`config.mk`:
```
export PLATFORM = sky130hd
export DESIGN_NAME = hit_group_arbiter
export DESIGN_NICKNAME = d
export VERILOG_FILES = /design/src/rtl/hga_pkg.sv /design/src/rtl/hga_rise_det.sv /design/src/rtl/hga_first_pick.sv /design/src/rtl/hit_group_arbiter.sv
export SDC_FILE = /design/constraint.sdc
export NUM_CORES = 1
export LEC_CHECK = 0
export BUFFER_PORTS_ARGS = -buffer_cell sky130_fd_sc_hd__buf_2
export CORE_ASPECT_RATIO = 1.75
export CORE_MARGIN = 3
export CORE_UTILIZATION = 54
export DETAILED_ROUTE_END_ITERATION = 10
export GPL_ROUTABILITY_DRIVEN = 0
export GPL_TIMING_DRIVEN = 0
export PLACE_DENSITY = 0.88
export SLEW_MARGIN = 20
export SYNTH_ARGS = -nofsm -noshare
export SYNTH_HDL_FRONTEND = slang
export SYNTH_SLANG_ARGS = --single-unit
export TNS_END_PERCENT = 30
```
`constraint.sdc`:
```
create_clock -name clk_i -period 2.8 [get_ports clk_i]
set_clock_uncertainty 0.05 [all_clocks]
set_input_delay 0.42 -clock clk_i [delete_from_list [all_inputs] [get_ports clk_i]]
set_output_delay 0.42 -clock clk_i [all_outputs]
set_load 0.03 [all_outputs]
```
`src/rtl/hga_pkg.sv`:
```
package hga_pkg;

    typedef enum logic [1:0] {
        ST_IDLE   = 2'd0,
        ST_TOT    = 2'd1,
        ST_ACQ    = 2'd2,
        ST_REPORT = 2'd3
    } hga_state_e;

endpackage

```
`src/rtl/hga_rise_det.sv`:
```
module hga_rise_det #(
    parameter int NUM_PIX = 5
) (
    input  logic               clk_i,
    input  logic               rst_ni,
    input  logic [NUM_PIX-1:0] lvl_i,
    output logic [NUM_PIX-1:0] rise_o
);
    // Reset to all ones so a line already high out of reset needs a fresh edge.
    logic [NUM_PIX-1:0] prev_d, prev_q;

    always_comb begin
        prev_d = lvl_i;
        rise_o = lvl_i & ~prev_q;
    end

    always_ff @(posedge clk_i) begin
        if (!rst_ni) prev_q <= '1;
        else         prev_q <= prev_d;
    end

endmodule

```
`src/rtl/hga_first_pick.sv`:
```
module hga_first_pick #(
    parameter int NUM_PIX = 5,
    parameter int ADDR_W  = $clog2(NUM_PIX)
) (
    input  logic [NUM_PIX-1:0] req_i,
    output logic               valid_o,
    output logic [ADDR_W-1:0]  idx_o,
    output logic [NUM_PIX-1:0] onehot_o
);
    // Scan from the top down so the lowest requesting index is the last write.
    always_comb begin
        valid_o  = |req_i;
        idx_o    = '0;
        onehot_o = '0;
        for (int i = NUM_PIX - 1; i >= 0; i--) begin
            if (req_i[i]) begin
                idx_o    = ADDR_W'(i);
                onehot_o = NUM_PIX'(1) << i;
            end
        end
    end

endmodule

```
`src/rtl/hit_group_arbiter.sv`:
```
module hit_group_arbiter
    import hga_pkg::*;
#(
    parameter int NUM_PIX = 5,
    parameter int CNT_W   = 8,
    localparam int ADDR_W = $clog2(NUM_PIX)
) (
    input  logic               clk_i,
    input  logic               rst_ni,
    input  logic [NUM_PIX-1:0] hit_i,
    input  logic [CNT_W-1:0]   acq_cycles_i,
    output logic               busy_o,
    output logic               tdc_hit_o,
    output logic [ADDR_W-1:0]  win_addr_o,
    output logic [NUM_PIX-1:0] pileup_o,
    output logic               done_o
);

    typedef struct packed {
        hga_state_e         state;
        logic [ADDR_W-1:0]  addr;
        logic [NUM_PIX-1:0] pile;
        logic [CNT_W-1:0]   cnt;
    } hga_regs_t;

    hga_regs_t s_d, s_q;

    logic [NUM_PIX-1:0] rise;
    logic               pick_valid;
    logic [ADDR_W-1:0]  pick_idx;
    logic [NUM_PIX-1:0] pick_onehot;

    hga_rise_det #(.NUM_PIX(NUM_PIX)) u_rise (
        .clk_i  (clk_i),
        .rst_ni (rst_ni),
        .lvl_i  (hit_i),
        .rise_o (rise)
    );

    hga_first_pick #(.NUM_PIX(NUM_PIX), .ADDR_W(ADDR_W)) u_pick (
        .req_i    (rise),
        .valid_o  (pick_valid),
        .idx_o    (pick_idx),
        .onehot_o (pick_onehot)
    );

    always_comb begin
        s_d = s_q;
        unique case (s_q.state)
            ST_IDLE, ST_REPORT: begin
                // Results are cleared after the report cycle; a new rise opens a window.
                s_d.state = ST_IDLE;
                s_d.addr  = '0;
                s_d.pile  = '0;
                s_d.cnt   = '0;
                if (pick_valid) begin
                    s_d.state = ST_TOT;
                    s_d.addr  = pick_idx;
                    s_d.pile  = rise & ~pick_onehot;
                end
            end
            ST_TOT: begin
                s_d.pile = s_q.pile | rise;
                if (!hit_i[s_q.addr]) begin
                    if (acq_cycles_i == '0) begin
                        s_d.state = ST_REPORT;
                    end else begin
                        s_d.state = ST_ACQ;
                        s_d.cnt   = acq_cycles_i - 1'b1;
                    end
                end
            end
            ST_ACQ: begin
                s_d.pile = s_q.pile | rise;
                if (s_q.cnt == '0) s_d.state = ST_REPORT;
                else               s_d.cnt   = s_q.cnt - 1'b1;
            end
            default: s_d.state = ST_IDLE;
        endcase
    end

    always_ff @(posedge clk_i) begin
        if (!rst_ni) begin
            s_q.state <= ST_IDLE;
            s_q.addr  <= '0;
            s_q.pile  <= '0;
            s_q.cnt   <= '0;
        end else begin
            s_q <= s_d;
        end
    end

    always_comb begin
        busy_o     = (s_q.state == ST_TOT) || (s_q.state == ST_ACQ);
        tdc_hit_o  = (s_q.state == ST_TOT);
        done_o     = (s_q.state == ST_REPORT);
        win_addr_o = s_q.addr;
        pileup_o   = s_q.pile;
    end

endmodule

```
==> results of run 1 <==
==> registers in the layout, indices dropped and copies added (netlist names) <==
name	cells
u_rise.prev_q	5
s_q	10
pileup_o	5
win_addr_o	3
==> cells by family after synthesis <==
logic type / after synthesis / share of synthesized area
buf+inv: 22 / 0.0892
simple gates: 68 / 0.263
fa+ha+maj: 4 / 0.0364
mux: 10 / 0.0728
xor+xnor: 8 / 0.0510
flops: 23 / 0.335
compound gates: 32 / 0.153
==> final cells by class <==
| cell class | count | area (um2) |
|---|---|---|
| clock buffers | 3 | 41.3 |
| inverters | 7 | 26.3 |
| flip-flops and latches | 23 | 460 |
| repair buffers | 25 | 125 |
| fillers | 202 | 754 |
| clock inverters | 1 | 5.00 |
| well taps | 25 | 31.3 |
| plain buffers | 15 | 105 |
| multi-input cells | 122 | 811 |
==> worst max-delay path: stages, from the launching register on <==
cell and delay, ns:
dfxtp_1 0.40, ha_1 0.18, clkbuf_4 0.21, buf_6 0.18, mux2i_2 0.24, ha_2 0.26, nor4b_2 0.22, a21oi_1 0.12
xnor2_1 0.13, or3_2 0.42, a21oi_2 0.14
==> stage by stage <==
stage / setup TNS, ns / cells / setup slack [ns] / hold WS [ns]
3_5_place_dp: -0.0360 / 217 / -0.0360 / 0.422
4_1_cts: 0 / 221 / 0.0202 / 0.313
3_3_place_gp: 0 / 217 / 0.132 / 0.404
2_1_floorplan: 0 / 167 / 0.324 / 0.392
5_1_grt: -0.0158 / 221 / -0.0158 / 0.316
6_report: 0 / 221 / 0.174 / 0.310
==> path summary, 6_finish.rpt <==
check                              start                           to  depth (start not counted)
setup / recovery    s_q[17]$_SDFFE_PN0P_          s_q[6]$_SDFFE_PN0P_                         10
setup reg to reg    s_q[17]$_SDFFE_PN0P_          s_q[6]$_SDFFE_PN0P_                         10
hold reg to reg   pileup_o[0]$_SDFF_PN0_       pileup_o[0]$_SDFF_PN0_                          2
hold / removal                  hit_i[1]  u_rise.prev_q[1]$_SDFF_PN1_                          2
==> Yosys cell counts, drive strengths merged <==
library cell / count / share of area
and2: 1 / 0.0046
o221ai: 1 / 0.0064
mux2i: 10 / 0.073
nand3: 7 / 0.025
nand2: 13 / 0.037
nand2b: 10 / 0.045
nand3b: 2 / 0.011
clkbuf: 3 / 0.0082
or3: 5 / 0.026
xnor2: 5 / 0.032
o211ai: 2 / 0.021
o41ai: 1 / 0.0064
a21boi: 1 / 0.0082
buf: 12 / 0.062
dfxtp: 23 / 0.33
nor3: 6 / 0.025
nor2b: 3 / 0.014
o21a: 1 / 0.0055
a21o: 1 / 0.0055
nor2: 17 / 0.046
o31ai: 2 / 0.011
inv: 7 / 0.019
ha: 4 / 0.036
or4: 1 / 0.0082
a21oi: 18 / 0.068
nand4b: 1 / 0.0064
nor4b: 2 / 0.013
a32oi: 1 / 0.0064
xor2: 3 / 0.019
o21ai: 4 / 0.015
==> power by group through the flow <==
stage	clock network, mW	logic, mW	registers [mW]
after floorplan	0	0.594	0.433
after global placement	0	0.727	0.442
after detailed placement	0	0.752	0.449
after CTS	0.214	0.757	0.442
after global routing	0.229	0.858	0.452
final	0.214	0.785	0.447
==> layout by cell type, fill, tap and decap left out, types with 3 or more instances in the layout <==
cell	instances
xnor2_1	5
ha_1	3
buf_2	25
nor2_1	17
nor3_1	5
o21ai_0	4
a21oi_1	17
nand2_1	12
nand3_1	7
clkbuf_8	3
or3_2	4
buf_4	8
xor2_1	3
mux2i_1	9
dfxtp_1	23
nor2b_1	3
clkbuf_1	3
inv_1	7
nand2b_1	10
==> per-layer routing <==
metal,vias to the layer above,global-route usage,wire [um]
met3,10,0.0346,190
met5,-,0,0
met4,0,0.198,102
li1,625,-,-
met1,592,0.244,1280
met2,50,0.391,1790
==> timing repair <==
item / in CTS / in global routing
pin swaps: 0 / 1
setup endpoints to repair: 1 / 1
resized for setup: 1 / 6
==> flow_metrics.tcl, run 1 <==
set metrics [dict create \
    htreeDepth 1 \
    grt_usage 0.234 \
    min_period_ns 2.63 \
    max_cap_violations 0 \
    cts_buffers 3 \
    num_io_pins 26 \
    layout-drive-gt1-share 0.276 \
    power.share.sequential 0.309 \
    routed-via-count 1277 \
    syn_inst 167 \
    drt-pass1-iter-count 4 \
    std_cell_rows 23 \
    drt_iter0_drc 40 \
    core_region_area_um2 2360 \
    synthesis.area_um2 1380 \
    arrival_ns 2.79 \
    grt_antenna_before_repair 0 \
    detail-route-antenna-nets 0 \
    insertion_delay_ns 0.27 \
    cts_tree "yes" \
    fin_util 0.680 \
    cp_max_fo 10 \
    areaGrowthSynthToFinish_pct 16.7 \
    n_antenna_cell 0 \
    ys_seq_elements 23 \
    critPathLaunchType "flip-flop" \
    die_w_um 44.1 \
    p_switching_mw 0.643 \
    period_share 0.938 \
    yosys_warnings 0 \
    combinationalPowerShare 0.543 \
    ir_drop_mv 0.540 \
    grt_pass1_wl_mm 5.68 \
    tightest_slew_ns 0.476 \
    yosysSeqAreaShare 0.335 \
    grt-ovfl-total 0 \
    switching_share 0.444 \
    setup_viol 0 \
    grt_pass1_vias 1303 \
    max_freq_mhz 381 \
    p_leak_nw 0.678 \
    placed_area_um2 1530 \
    initial_core_util 0.583 \
    reg2reg_slack_ns 0.17 \
    final_area_um2 1610 \
    hold_violations 0 \
    hold_path_class "input port to flip-flop" \
    path_clk_slew_ns 0.09 \
    cts-root-buf "clkbuf_8" \
    synth_cell_types 38 \
    power.total_mw 1.45 \
    slew_headroom 0.683 \
    dp_hpwl_mm 2.53 \
    clock-sinks 23 \
    status "finished clean" \
    syn_avg_cell_area_um2 8.23 \
    power.clock.fraction 0.148 \
    final_nets 216 \
    power_per_cell_area_nw_per_um2 901 \
    route.detailed.drc 0 \
    die_h_um 72.8 \
    via_per_inst 5.78 \
    post_cts_buffers 0 \
    hold_buffers 0 \
    grt_max_degree 14 \
    post_drt_wl_per_cell_um 15.2 \
    required_ns 2.96 \
    maxSlewViolCount 0 \
    p_int_mw 0.804 \
    crit_path_end_kind "flip-flop" \
    clockBufferDepth 2 \
    synth_nets 186 \
    portBuffers 25 \
    dieArea_um2 3210 \
    critical_path_class "flip-flop to flip-flop" \
    routed_wl_mm 3.36 \
]
Note: power is estimated with default switching activity, not from simulation.
==> inputs of run 2 (changes only) <==
--- a/config.mk
+++ b/config.mk
@@ -5,16 +5,19 @@
 export SDC_FILE = /design/constraint.sdc
 export NUM_CORES = 1
 export LEC_CHECK = 0
+export ABC_AREA = 1
 export BUFFER_PORTS_ARGS = -buffer_cell sky130_fd_sc_hd__buf_2
 export CORE_ASPECT_RATIO = 1.75
 export CORE_MARGIN = 3
-export CORE_UTILIZATION = 54
+export CORE_UTILIZATION = 55
 export DETAILED_ROUTE_END_ITERATION = 10
 export GPL_ROUTABILITY_DRIVEN = 0
 export GPL_TIMING_DRIVEN = 0
 export PLACE_DENSITY = 0.88
+export REMOVE_ABC_BUFFERS = 1
 export SLEW_MARGIN = 20
 export SYNTH_ARGS = -nofsm -noshare
 export SYNTH_HDL_FRONTEND = slang
+export SYNTH_HIERARCHICAL = 1
 export SYNTH_SLANG_ARGS = --single-unit
 export TNS_END_PERCENT = 30
==> run 2 against run 1 <==
Net effect: synthesized area increased by 9.8%; register-to-register slack improved by 0.38 ns; hold slack improved by 0.0033 ns; fmax increased by 3.7%; critical endpoint is now busy_o; cell count increased by 34%; global-route usage decreased by 2.2 points; clock power decreased by 7%; synthesized cell count increased by 53%; largest power group unchanged; critical path depth decreased by 6.
==> flow_metrics.tcl, run 2 <==
set metrics [dict create \
    status "finished clean" \
    power_per_cell_area_nw_per_um2 861 \
    path_clk_slew_ns 0.08 \
    routed_wl_mm 3.18 \
    cts_buffers 3 \
    syn_inst 256 \
    drt-pass1-iter-count 4 \
    dieArea_um2 3440 \
    yosys.area.top_type "dfxtp_1" \
    synth_area_leaders "dfxtp_1 30%, nand2_1 17%, inv_1 11%" \
    crit_path_end_kind "primary output" \
    die_w_um 45.6 \
    cts_tree "yes" \
    hold_violations 0 \
    p_leak_nw 0.868 \
    clock-sinks 23 \
    final_nets 290 \
    hold_path_end "u_rise/prev_q[3]$_SDFF_PN1_" \
    setup_tns_ns 0 \
    drt_iter0_drc 35 \
    post_cts_buffers 0 \
    ys_seq_elements 23 \
    std_cell_rows 24 \
    max_cap_violations 0 \
    num_io_pins 26 \
    htreeDepth 1 \
    yosysSeqAreaShare 0.305 \
    n_antenna_cell 0 \
    core_region_area_um2 2550 \
    grt_usage 0.212 \
    grt-ovfl-total 0 \
    critPathLaunchType "flip-flop" \
    synth_async_sr_flop_share 0 \
    largest_reg_flops 10 \
    synthesis.area_um2 1510 \
    reg2reg_from "s_q[16]$_SDFFE_PN0P_" \
    dp.cells 292 \
    maxSlewViolCount 0 \
    routed-via-count 1497 \
    power.clock.fraction 0.144 \
    detail-route-antenna-nets 0 \
    hold_path_class "input port to flip-flop" \
    cts-root-buf "clkbuf_8" \
    grt_antenna_before_repair 0 \
    fin_util 0.630 \
    hold_buffers 0 \
    fillers 250 \
    slew_headroom 0.654 \
    synth_top_cell_area_share 0.305 \
    dp_hpwl_mm 2.51 \
    rr_worst_depth 9 \
    final_cell_count_no_fill 296 \
    power.share.sequential 0.322 \
    post_drt_wl_per_cell_um 10.8 \
    required_ns 2.33 \
    die_h_um 75.3 \
    insertion_delay_ns 0.26 \
    grt_pass1_vias 1450 \
    setup_viol 0 \
    p_switching_mw 0.651 \
    portBuffers 25 \
    critical_path_class "flip-flop to primary output" \
    max_freq_mhz 395 \
    yosysMostFrequentCell "nand2_1" \
    rsz0062_at_grt "no" \
    areaGrowthSynthToFinish_pct 6.46 \
    syn_avg_cell_area_um2 5.90 \
    route.detailed.drc 0 \
    reg2reg_slack_ns 0.55 \
    clockBufferDepth 2 \
    via_per_inst 5.06 \
    cts_resized 0 \
    holdCritStartpoint "hit_i[3]" \
    grt_pass1_wl_mm 5.58 \
    arrival_ns 2.06 \
    layout-drive-gt1-share 0.141 \
    synth_cell_types 20 \
    p_int_mw 0.733 \
    synth_common_cells "69 x nand2_1, 46 x inv_1, 40 x nor2_1" \
    yosys_warnings 6 \
    hold_path_depth 3 \
    combinationalPowerShare 0.534 \
    cp_max_fo 19 \
    switching_share 0.470 \
    layout_common_cells "69 x nand2_1, 46 x inv_1, 40 x nor2_1" \
    min_period_ns 2.53 \
    initial_core_util 0.592 \
    top_register "s_q" \
    ys.flop_type "dfxtp_1" \
    ir_drop_mv 0.557 \
    period_share 0.904 \
    grt_max_degree 20 \
    crit_start "s_q[16]$_SDFFE_PN0P_" \
    tightest_slew_ns 0.516 \
    r2r_end "s_q[2]$_SDFFE_PN0P_" \
    synth-edff-count 0 \
    final_common_cell "nand2_1" \
]
==> run 2: cell count changes after synthesis, sizes merged, moves of 3 or more <==
cell,previous run,this run
inv,7,47
mux2i,10,0
nand2,13,73
nand2b,10,0
nand3,7,14
nor2,17,44
nor2b,3,0
o21ai,4,8
or3,5,0
xnor2,5,0
xor2,3,0
==> run 2: kinds of logic after synthesis <==
kind of cell    share of synthesized area
simple gates                        0.381
fa+ha+maj                          0.0331
compound gates                     0.0895
buf+inv                             0.191
flops                               0.305
==> run 2: cell type report <==
cell class | instances | area, um2 | share of cell area
Inverter | 49 | 184 | 0.114
Multi-Input combinational cell | 169 | 761 | 0.473
Tap cell | 26 | 32.5 | 0.0202
Timing Repair Buffer | 25 | 125 | 0.0778
Sequential cell | 23 | 460 | 0.286
Clock buffer | 4 | 45.0 | 0.0280
==> run 2: per-layer routing <==
metal	GRT usage	wire length (um)	up-vias
met5	0	0	-
met4	0.0782	61	0
met3	0.0213	124	6
met2	0.428	1790	36
met1	0.205	1210	668
li1	-	-	787
==> run 2: through the flow <==
stage	hold slack (ns)	area [um2]	power (mW)	setup WS [ns]
2_1_floorplan	0.428	1410	1.02	0.845
3_3_place_gp	0.442	1560	1.17	0.610
3_5_place_dp	0.454	1560	1.19	0.574
4_1_cts	0.310	1610	1.39	0.268
5_1_grt	0.328	1610	1.52	0.104
6_report	0.314	1610	1.38	0.268
==> run 2: power groups by stage <==
stage                     clock network (mW)  logic, mW  registers, mW
after global placement                     0      0.719          0.450
after detailed placement                   0      0.734          0.454
after floorplan                            0      0.562          0.459
final                                  0.199      0.740          0.446
after CTS                              0.204      0.742          0.446
after global routing                   0.213      0.855          0.455
==> run 2: critical path, cell delays in order (launching register included) <==
cell and delay, ns:
dfxtp_1 0.37, inv_1 0.07, ha_1 0.49, clkinv_1 0.52
buf_2 0.36
==> run 2: worst max-delay path by stage <==
stage	endpoint	slack, ns	depth (start not counted)
6_report	busy_o	0.27	4
5_1_grt	busy_o	0.10	4
4_1_cts	busy_o	0.27	4
3_5_place_dp	s_q[2]$_SDFFE_PN0P_	0.57	9
3_3_place_gp	busy_o	0.61	4
2_1_floorplan	s_q[2]$_SDFFE_PN0P_	0.85	9
